### config.mk
export PLATFORM = sky130hd
export DESIGN_NAME = dma_svc_seq
export DESIGN_NICKNAME = d
export VERILOG_FILES = /design/src/rtl/dma_svc_pkg.sv /design/src/rtl/dma_svc_chan_mux.sv /design/src/rtl/dma_svc_addr_gen.sv /design/src/rtl/dma_svc_seq.sv
export SDC_FILE = /design/constraint.sdc
export NUM_CORES = 1
export LEC_CHECK = 0
export CAP_MARGIN = 15
export CORE_AREA = 2 2 138 140
export CTS_CLUSTER_DIAMETER = 50
export DETAILED_ROUTE_END_ITERATION = 6
export DIE_AREA = 0 0 140 142
export PLACE_DENSITY = 0.72
export SLEW_MARGIN = 10
export SYNTH_ARGS = -nofsm -noshare
export SYNTH_HDL_FRONTEND = slang
export SYNTH_SLANG_ARGS = --single-unit
### constraint.sdc
create_clock -name clk -period 5.9 [get_ports clk]
set_input_delay 1.18 -clock clk [delete_from_list [all_inputs] [get_ports clk]]
set_output_delay 1.18 -clock clk [all_outputs]
set_load 0.05 [all_outputs]
### src/rtl/dma_svc_pkg.sv
package dma_svc_pkg;

    typedef enum logic [1:0] {
        ST_IDLE  = 2'd0,
        ST_CHECK = 2'd1,
        ST_XFER  = 2'd2,
        ST_NEXT  = 2'd3
    } seq_st_e;

    typedef enum logic [1:0] {
        XT_VERIFY  = 2'd0,
        XT_TOMEM   = 2'd1,
        XT_FROMMEM = 2'd2,
        XT_RSVD    = 2'd3
    } xfer_type_e;

    localparam int MODE_W     = 8;
    localparam int MB_TYPE_LO = 2;
    localparam int MB_AUTO    = 4;
    localparam int MB_DEC     = 5;

    function automatic logic touches_mem(input xfer_type_e t);
        return (t == XT_TOMEM) || (t == XT_FROMMEM);
    endfunction

endpackage

### src/rtl/dma_svc_chan_mux.sv
module dma_svc_chan_mux
    import dma_svc_pkg::*;
#(
    parameter int NCH    = 4,
    parameter int CH_W   = 2,
    parameter int CNT_W  = 16,
    parameter int OFF_W  = 16,
    parameter int HP_W   = 7,
    parameter int LP_W   = 8,
    parameter int LEN_W  = 17,
    parameter int WSHIFT = 0
) (
    input  logic [CH_W-1:0]        ch_i,
    input  logic [NCH-1:0]         mask_i,
    input  logic [NCH-1:0]         req_i,
    input  logic [NCH*MODE_W-1:0]  mode_i,
    input  logic [NCH*CNT_W-1:0]   base_cnt_i,
    input  logic [NCH*OFF_W-1:0]   base_addr_i,
    input  logic [NCH*HP_W-1:0]    hpage_i,
    input  logic [NCH*LP_W-1:0]    lpage_i,
    input  logic [NCH*LEN_W-1:0]   cur_cnt_i,
    output logic                   eligible_o,
    output logic [MODE_W-1:0]      mode_o,
    output logic [OFF_W-1:0]       base_addr_o,
    output logic [HP_W-1:0]        hpage_o,
    output logic [LP_W-1:0]        lpage_o,
    output logic [LEN_W-1:0]       cur_cnt_o,
    output logic [LEN_W-1:0]       len_o
);

    logic [MODE_W-1:0] mode_a  [NCH];
    logic [CNT_W-1:0]  bcnt_a  [NCH];
    logic [OFF_W-1:0]  badr_a  [NCH];
    logic [HP_W-1:0]   hp_a    [NCH];
    logic [LP_W-1:0]   lp_a    [NCH];
    logic [LEN_W-1:0]  cur_a   [NCH];

    for (genvar g = 0; g < NCH; g++) begin : g_unpack
        assign mode_a[g] = mode_i[g*MODE_W +: MODE_W];
        assign bcnt_a[g] = base_cnt_i[g*CNT_W +: CNT_W];
        assign badr_a[g] = base_addr_i[g*OFF_W +: OFF_W];
        assign hp_a[g]   = hpage_i[g*HP_W +: HP_W];
        assign lp_a[g]   = lpage_i[g*LP_W +: LP_W];
        assign cur_a[g]  = cur_cnt_i[g*LEN_W +: LEN_W];
    end

    logic [LEN_W-1:0] bcnt_wide;

    assign eligible_o  = !mask_i[ch_i] && req_i[ch_i];
    assign mode_o      = mode_a[ch_i];
    assign base_addr_o = badr_a[ch_i];
    assign hpage_o     = hp_a[ch_i];
    assign lpage_o     = lp_a[ch_i];
    assign cur_cnt_o   = cur_a[ch_i];
    assign bcnt_wide   = LEN_W'(bcnt_a[ch_i]);
    assign len_o       = (bcnt_wide + LEN_W'(1)) << WSHIFT;

endmodule

### src/rtl/dma_svc_addr_gen.sv
module dma_svc_addr_gen #(
    parameter int OFF_W  = 16,
    parameter int HP_W   = 7,
    parameter int LP_W   = 8,
    parameter int LEN_W  = 17,
    parameter int WSHIFT = 0,
    localparam int PA_W  = HP_W + LP_W + OFF_W
) (
    input  logic [OFF_W-1:0] base_addr_i,
    input  logic [HP_W-1:0]  hpage_i,
    input  logic [LP_W-1:0]  lpage_i,
    input  logic [LEN_W-1:0] cnt_i,
    input  logic             dec_i,
    output logic [PA_W-1:0]  phys_o
);

    logic [OFF_W-1:0] start_off;
    logic [OFF_W-1:0] step_off;
    logic [OFF_W-1:0] off;

    assign start_off = base_addr_i << WSHIFT;
    assign step_off  = OFF_W'(cnt_i);
    assign off       = dec_i ? (start_off - step_off) : (start_off + step_off);
    assign phys_o    = {hpage_i, lpage_i, off};

endmodule

### src/rtl/dma_svc_seq.sv
module dma_svc_seq
    import dma_svc_pkg::*;
#(
    parameter int NCH    = 4,
    parameter int CNT_W  = 16,
    parameter int OFF_W  = 16,
    parameter int HP_W   = 7,
    parameter int LP_W   = 8,
    parameter int WSHIFT = 0,
    localparam int CH_W  = (NCH > 1) ? $clog2(NCH) : 1,
    localparam int LEN_W = CNT_W + 1 + WSHIFT,
    localparam int PA_W  = HP_W + LP_W + OFF_W
) (
    input  logic                  clk,
    input  logic                  rst_n,
    input  logic                  kick_i,
    input  logic [NCH-1:0]        mask_i,
    input  logic [NCH-1:0]        req_i,
    input  logic [NCH*8-1:0]      mode_i,
    input  logic [NCH*CNT_W-1:0]  base_cnt_i,
    input  logic [NCH*OFF_W-1:0]  base_addr_i,
    input  logic [NCH*HP_W-1:0]   hpage_i,
    input  logic [NCH*LP_W-1:0]   lpage_i,
    input  logic [NCH*LEN_W-1:0]  cur_cnt_i,
    output logic                  mem_req_o,
    output logic [PA_W-1:0]       mem_addr_o,
    output logic                  mem_wr_o,
    input  logic                  mem_ack_i,
    output logic                  cnt_we_o,
    output logic [CH_W-1:0]       cnt_ch_o,
    output logic [LEN_W-1:0]      cnt_val_o,
    output logic [NCH-1:0]        tc_o,
    output logic                  busy_o
);

    typedef struct packed {
        seq_st_e           st;
        logic [CH_W-1:0]   ch;
        logic [LEN_W-1:0]  cnt;
        logic              kick_pend;
        logic              cnt_we;
        logic [LEN_W-1:0]  cnt_val;
        logic [NCH-1:0]    tc;
    } seq_regs_t;

    seq_regs_t q, d;

    // Selected channel view
    logic              sel_elig;
    logic [MODE_W-1:0] sel_mode;
    logic [OFF_W-1:0]  sel_badr;
    logic [HP_W-1:0]   sel_hp;
    logic [LP_W-1:0]   sel_lp;
    logic [LEN_W-1:0]  sel_cur;
    logic [LEN_W-1:0]  sel_len;
    xfer_type_e        sel_type;
    logic              sel_auto;
    logic              sel_dec;
    logic              sel_access;

    dma_svc_chan_mux #(
        .NCH(NCH), .CH_W(CH_W), .CNT_W(CNT_W), .OFF_W(OFF_W),
        .HP_W(HP_W), .LP_W(LP_W), .LEN_W(LEN_W), .WSHIFT(WSHIFT)
    ) u_mux (
        .ch_i        (q.ch),
        .mask_i      (mask_i),
        .req_i       (req_i),
        .mode_i      (mode_i),
        .base_cnt_i  (base_cnt_i),
        .base_addr_i (base_addr_i),
        .hpage_i     (hpage_i),
        .lpage_i     (lpage_i),
        .cur_cnt_i   (cur_cnt_i),
        .eligible_o  (sel_elig),
        .mode_o      (sel_mode),
        .base_addr_o (sel_badr),
        .hpage_o     (sel_hp),
        .lpage_o     (sel_lp),
        .cur_cnt_o   (sel_cur),
        .len_o       (sel_len)
    );

    assign sel_type   = xfer_type_e'(sel_mode[MB_TYPE_LO +: 2]);
    assign sel_auto   = sel_mode[MB_AUTO];
    assign sel_dec    = sel_mode[MB_DEC];
    assign sel_access = touches_mem(sel_type);

    dma_svc_addr_gen #(
        .OFF_W(OFF_W), .HP_W(HP_W), .LP_W(LP_W),
        .LEN_W(LEN_W), .WSHIFT(WSHIFT)
    ) u_addr (
        .base_addr_i (sel_badr),
        .hpage_i     (sel_hp),
        .lpage_i     (sel_lp),
        .cnt_i       (q.cnt),
        .dec_i       (sel_dec),
        .phys_o      (mem_addr_o)
    );

    // Next-state logic
    always_comb begin
        logic             step;
        logic [LEN_W-1:0] nxt_cnt;

        d          = q;
        d.cnt_we   = 1'b0;
        d.tc       = '0;
        step       = 1'b0;
        nxt_cnt    = q.cnt + LEN_W'(1);

        unique case (q.st)
            ST_IDLE: begin
                if (kick_i) begin
                    d.st        = ST_CHECK;
                    d.ch        = '0;
                    d.kick_pend = 1'b0;
                end
            end

            ST_CHECK: begin
                if (kick_i) d.kick_pend = 1'b1;
                if (sel_elig) begin
                    d.cnt = sel_cur;
                    if (sel_cur >= sel_len) begin
                        d.tc[q.ch] = 1'b1;
                        d.cnt_we   = 1'b1;
                        d.cnt_val  = sel_auto ? '0 : sel_cur;
                        d.st       = ST_NEXT;
                    end else begin
                        d.st = ST_XFER;
                    end
                end else begin
                    d.st = ST_NEXT;
                end
            end

            ST_XFER: begin
                if (kick_i) d.kick_pend = 1'b1;
                step = sel_access ? mem_ack_i : 1'b1;
                if (step) begin
                    d.cnt    = nxt_cnt;
                    d.cnt_we = 1'b1;
                    if (nxt_cnt >= sel_len) begin
                        d.tc[q.ch] = 1'b1;
                        d.cnt_val  = sel_auto ? '0 : nxt_cnt;
                        d.st       = ST_NEXT;
                    end else begin
                        d.cnt_val  = nxt_cnt;
                    end
                end
            end

            ST_NEXT: begin
                if (q.kick_pend || kick_i) begin
                    d.st        = ST_CHECK;
                    d.ch        = '0;
                    d.kick_pend = 1'b0;
                end else if (q.ch == CH_W'(NCH - 1)) begin
                    d.st = ST_IDLE;
                end else begin
                    d.st = ST_CHECK;
                    d.ch = q.ch + CH_W'(1);
                end
            end

            default: d.st = ST_IDLE;
        endcase
    end

    always_ff @(posedge clk or negedge rst_n) begin
        if (!rst_n) begin
            q <= '{st: ST_IDLE, ch: '0, cnt: '0, kick_pend: 1'b0,
                   cnt_we: 1'b0, cnt_val: '0, tc: '0};
        end else begin
            q <= d;
        end
    end

    assign mem_req_o = (q.st == ST_XFER) && sel_access;
    assign mem_wr_o  = (sel_type == XT_TOMEM);
    assign cnt_we_o  = q.cnt_we;
    assign cnt_ch_o  = q.ch;
    assign cnt_val_o = q.cnt_val;
    assign tc_o      = q.tc;
    assign busy_o    = (q.st != ST_IDLE);

endmodule

======== Word level (Yosys, flattened, before mapping) ========
Cells that the tools add are included.
word-level totals
  flip-flop bits (word level) ............. 44
  output and inout bits ................... 58
  logic and storage cells ................. 99
operators by class
  add/subtract/negate cells ............... 5
  order comparisons ....................... 5
  eq/ne operators ......................... 14
  mux-type cells .......................... 51
  bitwise logic cells ..................... 1
  reductions and logical operators ........ 16
operators with widths
  kind                                                             number
  17-bit two-way mux                                               7
  16-bit two-way mux                                               5
  22-bit two-way mux                                               3
  16-bit binary-select mux with 2-bit select                       2
  22-bit case mux with 2 select lines                              1
  17-bit binary-select mux with 2-bit select                       1
  17-bit >= comparator                                             2
  17-bit case mux with 2 select lines                              1
  8-bit binary-select mux with 2-bit select                        2
  16-bit by 1-bit adder with 17-bit output, second input constant  1
  17-bit by 1-bit adder with 17-bit output, second input constant  1
  16-bit adder                                                     1
  8-bit two-way mux                                                2
  16-bit subtractor                                                1
  7-bit binary-select mux with 2-bit select                        1
  7-bit two-way mux                                                2
  4-bit two-way mux                                                3
  6-bit two-way mux                                                2
  2-bit != test, second input constant                             6
  3-bit AND reduction                                              4
  1-bit two-way mux                                                10
  2-bit equality test, second input constant                       4
  2-bit case mux with 4 select lines                               1
  2-bit two-way mux                                                3
  other kinds (19)                                                 26

======== Depth between registers and ports, before layout ========
Gate-level depths: netlist (run 1).
  word-level depth ........................ 9
  gate-level depth with buffers ........... 19

======== Cells and area by module ========
A second synthesis (run 1) with hierarchy kept.
unflattened totals
  cell total of the unflattened synthesis .. 721
  area total of the unflattened synthesis .. 6747.7 µm²
by module, submodules not included
  module            times used  cells each  area each (µm²)
  dma_svc_seq       1           431         3579.7
  dma_svc_chan_mux  1           139         2065.7
  dma_svc_addr_gen  1           151         1102.3

======== Worst setup path after synthesis (run 1) ========
Ideal clock, no wire load.
  kind .................................... reg2out
  from .................................... register q (netlist bit cnt_ch_o[0])
  to ...................................... output mem_addr_o[15]
  arrival ................................. 4872 ps
  required time ........................... 4720 ps
  slack ................................... -152 ps
  cell stages (with the launch flop) ...... 16
  buffers on the path ..................... 5
  path through ............................ dfrtp_1 -> buf_6 -> buf_12 -> buf_2 -> buf_1 -> buf_1 -> mux4_2 -> ha_1 -> o21ai_0 -> a21boi_0 -> o21ai_0 -> a211oi_1 -> o31ai_1 -> o2111ai_1 -> a21oi_1 -> xnor2_1
between the ends
  word-level cells in the longest chain between the ends .. 6
ends and longest elaborated chain
  item                                                      line                                            text
  start, declared                                           dma_svc_seq.sv:46                               seq_regs_t q, d;
  start signal, assigned                                    dma_svc_seq.sv:172                              q <= '{st: ST_IDLE, ch: '0, cnt: '0, kick_pend: 1'b0,
  2-bit inverter with 3-bit output (implied by the code) *  dma_svc_chan_mux.sv:50, dma_svc_chan_mux.sv:51
  16-bit binary-select mux with 2-bit select                dma_svc_chan_mux.sv:51                          assign base_addr_o = badr_a[ch_i];
  16-bit two-way mux (implied by the code) (2 in a row)     dma_svc_chan_mux.sv:51
  16-bit adder or 16-bit subtractor (tied branches)         dma_svc_addr_gen.sv:23                          assign off = dec_i ? (start_off - step_off) : (start_off + step_off);
  16-bit two-way mux *                                      dma_svc_addr_gen.sv:23
  end, declared                                             dma_svc_seq.sv:26                               output logic [PA_W-1:0] mem_addr_o,
Every way passes the cells marked *; elsewhere a longest branch is shown, timed or not. The select of a mux whose other input is x is not followed.

======== Worst setup path in the final report (run 1) ========
  from .................................... input mode_i[29]
  to ...................................... output mem_addr_o[14]
between the ends
  word-level cells in the longest chain between the ends .. 4
ends and longest elaborated chain
  item                                                  line                    text
  start, declared                                       dma_svc_seq.sv:19       input logic [NCH*8-1:0] mode_i,
  8-bit binary-select mux with 2-bit select             dma_svc_chan_mux.sv:50  assign mode_o = mode_a[ch_i];
  6-bit two-way mux (implied by the code) (2 in a row)  dma_svc_chan_mux.sv:50
  16-bit two-way mux                                    dma_svc_addr_gen.sv:23
Every way passes these cells. The select of a mux whose other input is x is not followed.

==> flow_metrics.tcl, run 1 <==
set metrics [dict create \
    status "complete, but fails checks" \
    violations "DRC" \
    dp_hpwl_um 18600 \
    layout-drive-gt1-share_pct 13.2 \
    layout_commonest_cell "clkdlybuf4s50_1" \
    grt_start_max_net_pins 45 \
    rows 50 \
    layout_common_cells "clkdlybuf4s50_1, nand2_1, mux4_2" \
    die_h_um 142 \
    crit_type "input port to primary output" \
    antenna_found_initial 0 \
    numCtsBuffers 5 \
    grt_pass1_wl_um 34000 \
    hold_viol_final 0 \
    finalClockSkew_ns 0.00386 \
    synth_seq_cells 44 \
    cts-root-buf "clkbuf_16" \
    yosysUniqueCellTypes 67 \
    grt.total_usage_pct 21.6 \
    dp_slack_ns -0.0570 \
    cts_tree "yes" \
    fp.dieArea_mm2 0.0199 \
    route.detailed.wl_per_inst_um 17.8 \
    timing.fmax_mhz 176 \
    cts_htree_levels 2 \
    place_area_mm2 0.0101 \
    netlist_area_mm2 0.00647 \
    powerDensity_mw_per_mm2 572 \
    drtAntennaViolNets 0 \
    async_reset_ff_share_pct 100 \
    diodes 0 \
    cap_violations 0 \
    vdd_drop_max_mv 0.473 \
    fin_nets 1349 \
    end_kind "primary output" \
    fin_ws_ns 0.230 \
    viasPerCell 5.25 \
    die_w_um 140 \
    synth-main-ff-cell "dfrtp_1" \
    startpoint_type "input port" \
    power_uw 5890 \
    reg2reg_to "cnt_val_o[6]" \
    finalSetupViolCount 0 \
    hp-class "flop to flop" \
    ioPinCount 358 \
    crit_fanout 4 \
    synth-edff-count 0 \
    max-clock-path-buffers 2 \
    period_minus_slack_ns 5.67 \
    r2r_slack_ns 0.94 \
    clkTransAtPathRegs_ns 0.06 \
    slew_violations 0 \
    worstHoldStart "q[39]" \
    period_share_pct 96.1 \
    reg2reg_depth 16 \
    fin_hold_ws_ns 0.509 \
    syn_inst 688 \
    vias 6432 \
    dr.pass1.iters 7 \
    finalInstanceArea_mm2 0.0103 \
    wl_um 21800 \
    grt_pass1_vias 6553 \
    r2r_start "cnt_ch_o[0]" \
    holdPathStages 2 \
    cts.sinks 44 \
    globalplace.congestion 0.823 \
    core_mm2 0.0185 \
    p_leak_uw 0.00397 \
    required_ns 4.72 \
    drc 13 \
    relSlewSlack_pct 31.7 \
    hold_buffers 0 \
    portBuffers 341 \
    critPathArrivalTime_ns 4.49 \
    yosysSeqAreaShare_pct 17.0 \
    postSynthAreaPerCell_um2 9.40 \
    start_util_pct 35.1 \
    syn_nets 1046 \
    hold_end "q[39]" \
    synth_warnings 0 \
    overflow 0 \
    clkLatencyLatePin_ns 0.28 \
    worst_pin_slew_ns 1.02 \
    drtIter0Drc 301 \
    syn_to_final_growth_pct 59.2 \
]
-- stage by stage --
step           util [%]  TNS [ns]  instances
2_1_floorplan         -         0        688
3_3_place_gp       54.5   -0.0346       1215
3_5_place_dp       54.5    -0.161       1215
4_1_cts            55.5         0       1223
5_1_grt            55.8  -0.00768       1226
6_report           55.8         0       1226
-- metal layers --
layer  up-vias  share of wire (%)  global-route usage, %
met3        23                5.2                   2.76
met4         0                1.5                   4.47
li1       3130                  -                      -
met1      3059                 43                   27.6
met5         -                  0                      0
met2       220                 50                   39.3
-- synth_stat cells (all sizes together) (4+ instances only) --
library cell	number	area (um^2)
nand2	72	280
mux4	68	1550
inv	59	221
ha	57	713
dfrtp	44	1100
buf	41	290
nor2	41	154
xnor2	39	342
o21ai	36	180
a21oi	32	160
clkbuf	22	82.6
nand3	20	100
o221ai	19	229
xor2	18	158
nand4	12	75.1
nor2b	11	68.8
a21o	10	75.1
nor3	7	35.0
mux2i	6	60.1
a21boi	5	37.5
and2	5	31.3
nor4	5	46.3
and4	4	35.0
o211ai	4	30.0
-- how the worst max path moves through the flow --
| stage | from | to | slack [ns] |
|---|---|---|---|
| final | mode_i[29] | mem_addr_o[14] | 0.23 |
| after global routing | mode_i[21] | mem_addr_o[14] | -0.008 |
| after CTS | mode_i[29] | mem_addr_o[14] | 0.06 |
| after detailed placement | mode_i[29] | mem_addr_o[14] | -0.06 |
| after global placement | mode_i[29] | mem_addr_o[14] | -0.02 |
| after floorplan | cnt_ch_o[0] | mem_addr_o[12] | 0.09 |
-- what timing repair did --
action	4_1_cts	5_1_grt
resized for setup	4	13
endpoints found under the hold margin	0	0
setup buffers	0	3
pin swaps	1	6
endpoints found under the setup margin	4	6
-- worst max-delay path: stages --
cell and delay, ns:
clkdlybuf4s50_1 0.39, mux4_2 0.56, buf_8 0.16, nor2_1 0.10, xnor2_1 0.08, ha_1 0.31, nor2b_1 0.14, o21ai_1 0.10
a21boi_2 0.17, o21ai_1 0.09, a21boi_1 0.19, o21ai_1 0.09, a21o_1 0.21, a2111o_1 0.36, o211ai_1 0.13, clkbuf_16 0.22
-- kinds of logic (layout without fill, tap and decap cells) --
group,Yosys count,in the layout,synth area share [%]
adder cells (fa/ha/maj),60,60,11.7
buffers and inverters,122,426,9.19
flip-flops,44,44,17.0
AND/OR/NAND/NOR,194,194,14.7
multiplexers,75,75,25.0
AO/OA/AOI/OAI,136,136,14.7
XOR/XNOR,57,57,7.72
-- flip-flops by register name, indices dropped and copies added (netlist names) --
signal and cells:
tc_o 4, cnt_val_o 17, cnt_we_o 1, cnt_ch_o 2
q 20
-- report_power, final --
part	internal, uW	switching, uW	total, uW
registers	425	186	611
logic	2210	2730	4940
clock network	223	114	337
-- layout make-up --
| class | instances | area, um^2 |
|---|---|---|
| inverter | 59 | 221 |
| clock inverter | 1 | 30.0 |
| clock buffer | 7 | 153 |
| sequential | 44 | 1110 |
| timing repair buffer | 359 | 3680 |
| multi-input combinational | 522 | 4810 |
| fill | 1694 | 8160 |
| tap | 234 | 293 |
Power figures use the tool's default switching activity.
==> inputs of run 2 (changes only) <==
Settings changed: ABC_CLOCK_PERIOD_IN_PS from default to 5900, HOLD_SLACK_MARGIN from default to 0.12.
==> results of run 2 <==
No change in the layout: final DEF, timing and power equal those of run 1.
==> inputs of run 3 (changes only) <==
Settings changed: CAP_MARGIN 15 to 20, TNS_END_PERCENT from default to 10.
==> run 3 against run 2 <==
  * The flow still finishes with violations (DRC)
  * Setup slack better by 0.028 ns
  * Core utilization decreased by 0.26 points
  * Worst hold slack improved by 0.0051 ns
  * Clock power shrank 15%
  * Sequential share of layout area grew 0.051 points
  * Global-route usage rose by 0.24 points
  * Via count fell by 0.78%
  * Non-clock buffer count is 3 higher
  * Clock skew up 0.0018 ns
  * Critical endpoint unchanged
  * Largest power group unchanged
==> flow_metrics.tcl, run 3 (synthesis gave the netlist of run 1 again) <==
set metrics [dict create \
    wl_um 21800 \
    worstPathCellList "clkdlybuf4s50_1, mux4_2, buf_4, nor2_1, xnor2_1, ha_1, nor2b_1, o21ai_1, a21boi_1, o21ai_1, a21boi_2, o21ai_1, a21o_1, a2111o_1, o211ai_1, buf_12" \
    grt_pass1_wl_um 34400 \
    cts.sinks 44 \
    hold_viol_final 0 \
    max-clock-path-buffers 2 \
    layout_commonest_cell "clkdlybuf4s50_1" \
    reg2reg_to "cnt_val_o[6]" \
    rows 50 \
    wl_met3_um 1380 \
    grt_pass1_vias 6605 \
    multiInputGateArea_mm2 0.00480 \
    status "complete, but fails checks" \
    finalSetupViolCount 0 \
    timing.fmax_mhz 177 \
    maxUsedRoutingLayer "met4" \
    start_util_pct 35.1 \
    cap_violations 0 \
    drc 18 \
    cp_slowest_cell "mux4_2" \
    slew_violations 0 \
    grt_start_max_net_pins 45 \
    hold_end "q[39]" \
    viasPerCell 5.19 \
    crit_type "input port to primary output" \
    worst_pin_slew_ns 0.588 \
    startpoint_type "input port" \
    violations "DRC" \
    dr.pass1.iters 7 \
    critPathArrivalTime_ns 4.46 \
    die_w_um 140 \
    portBuffers 341 \
    holdPathStages 2 \
    antenna_found_initial 0 \
    clkLatencyLatePin_ns 0.29 \
    grt.total_usage_pct 21.8 \
    drt-met1-wl_um 9170 \
    powerDensity_mw_per_mm2 566 \
    critPathMaxStageDelay_ns 0.56 \
    p_leak_uw 0.00395 \
    end_kind "primary output" \
    largest_reg_flops 20 \
    dp_cells 1220 \
    wl_met2_um 10900 \
    drtIter0Drc 293 \
    diodes 0 \
    overflow 0 \
    fin_nets 1352 \
    ioPinCount 358 \
    cts_tree "yes" \
    ff_latch_area_mm2 0.00111 \
    required_ns 4.72 \
    cts_htree_levels 2 \
    rsz0062_at_grt "true" \
    fp.dieArea_mm2 0.0199 \
    layout-drive-gt1-share_pct 13.1 \
    vdd_drop_max_mv 0.434 \
    die_h_um 142 \
    reg2reg_depth 16 \
    hp-class "flop to flop" \
    finalClockSkew_ns 0.00564 \
    syn_to_final_growth_pct 58.4 \
    period_share_pct 95.6 \
    relSlewSlack_pct 60.8 \
    r2r_start "cnt_ch_o[0]" \
    layout_common_cells "clkdlybuf4s50_1, nand2_1, mux4_2" \
    r2r_slack_ns 0.95 \
    globalplace.congestion 0.844 \
    period_minus_slack_ns 5.64 \
    crit_path_frequent_cell "o21ai_1" \
    vias 6382 \
    core_mm2 0.0185 \
    drtAntennaViolNets 0 \
    crit_fanout 5 \
    numCtsBuffers 5 \
    fin_util_pct 55.5 \
    cts-root-buf "clkbuf_16" \
    layoutNonFillerInstCount 1229 \
    fillCellCount 1648 \
    route.detailed.wl_per_inst_um 17.7 \
    largest_register "q" \
    worstHoldStart "q[39]" \
    dp_hpwl_um 18700 \
    clkTransAtPathRegs_ns 0.06 \
]
[run 3: cell count changes in the layout (fill, tap and decap cells not counted), sizes merged]
cell | previous run | this run
buf | 29 | 33
clkinvlp | 0 | 1
bufinv | 1 | 0
clkbuf | 8 | 7
[run 3: report_power, final]
group / internal [uW] / switching [uW]
clock network: 169 / 118
logic: 2180 / 2720
registers: 425 / 188
[run 3: per-stage QoR]
step	area [um^2]	hold WS (ns)	worst slack, ns	setup TNS, ns	total power, uW
floorplan	6480	0.470	-0.145	-0.486	3770
global placement	10100	0.486	-0.0245	-0.0289	5430
detailed placement	10100	0.502	-0.0731	-0.182	5490
CTS	10200	0.517	-0.00939	-0.00939	5800
global route	10200	0.578	-0.0247	-0.0408	6220
finish	10200	0.514	0.258	0	5800
[run 3: worst max path at each step]
stage          slack, ns        endpoint  cells after the start   startpoint
4_1_cts           -0.009  mem_addr_o[13]                     16   mode_i[29]
5_1_grt            -0.02  mem_addr_o[14]                     16   mode_i[29]
2_1_floorplan      -0.14  mem_addr_o[12]                     16  cnt_ch_o[0]
3_5_place_dp       -0.07  mem_addr_o[14]                     15   mode_i[29]
6_report            0.26  mem_addr_o[14]                     16   mode_i[29]
3_3_place_gp       -0.02  mem_addr_o[14]                     15   mode_i[21]
[run 3: area by class of cell]
| type | count | share of cell area, % |
|---|---|---|
| Multi-Input combinational cell | 522 | 46.8 |
| Timing Repair Buffer | 362 | 35.9 |
| Sequential cell | 44 | 10.8 |
| Tap cell | 234 | 2.86 |
| Inverter | 59 | 2.16 |
| Clock buffer | 7 | 1.39 |
| Clock inverter | 1 | 0.0733 |
[run 3: routing by layer]
layer	global-route usage [%]	vias up
met2	39.4	218
met4	4.41	0
met3	3.84	15
met1	27.7	3011
met5	0	-
li1	-	3138
[run 3: repair_timing]
item	4_1_cts	5_1_grt
endpoints found under the setup margin	4	6
hold buffers	0	0
gates resized for setup	2	10
pin swaps	1	4
setup buffers	0	1
[run 3: critical path, delay by kind of cell]
kind	cells	cell delay, ns
buffers and inverters	3	0.76
AO/OA/AOI/OAI	8	1.29
adder cells (fa/ha/maj)	1	0.33
multiplexers	1	0.56
XOR/XNOR	1	0.08
AND/OR/NAND/NOR	2	0.25
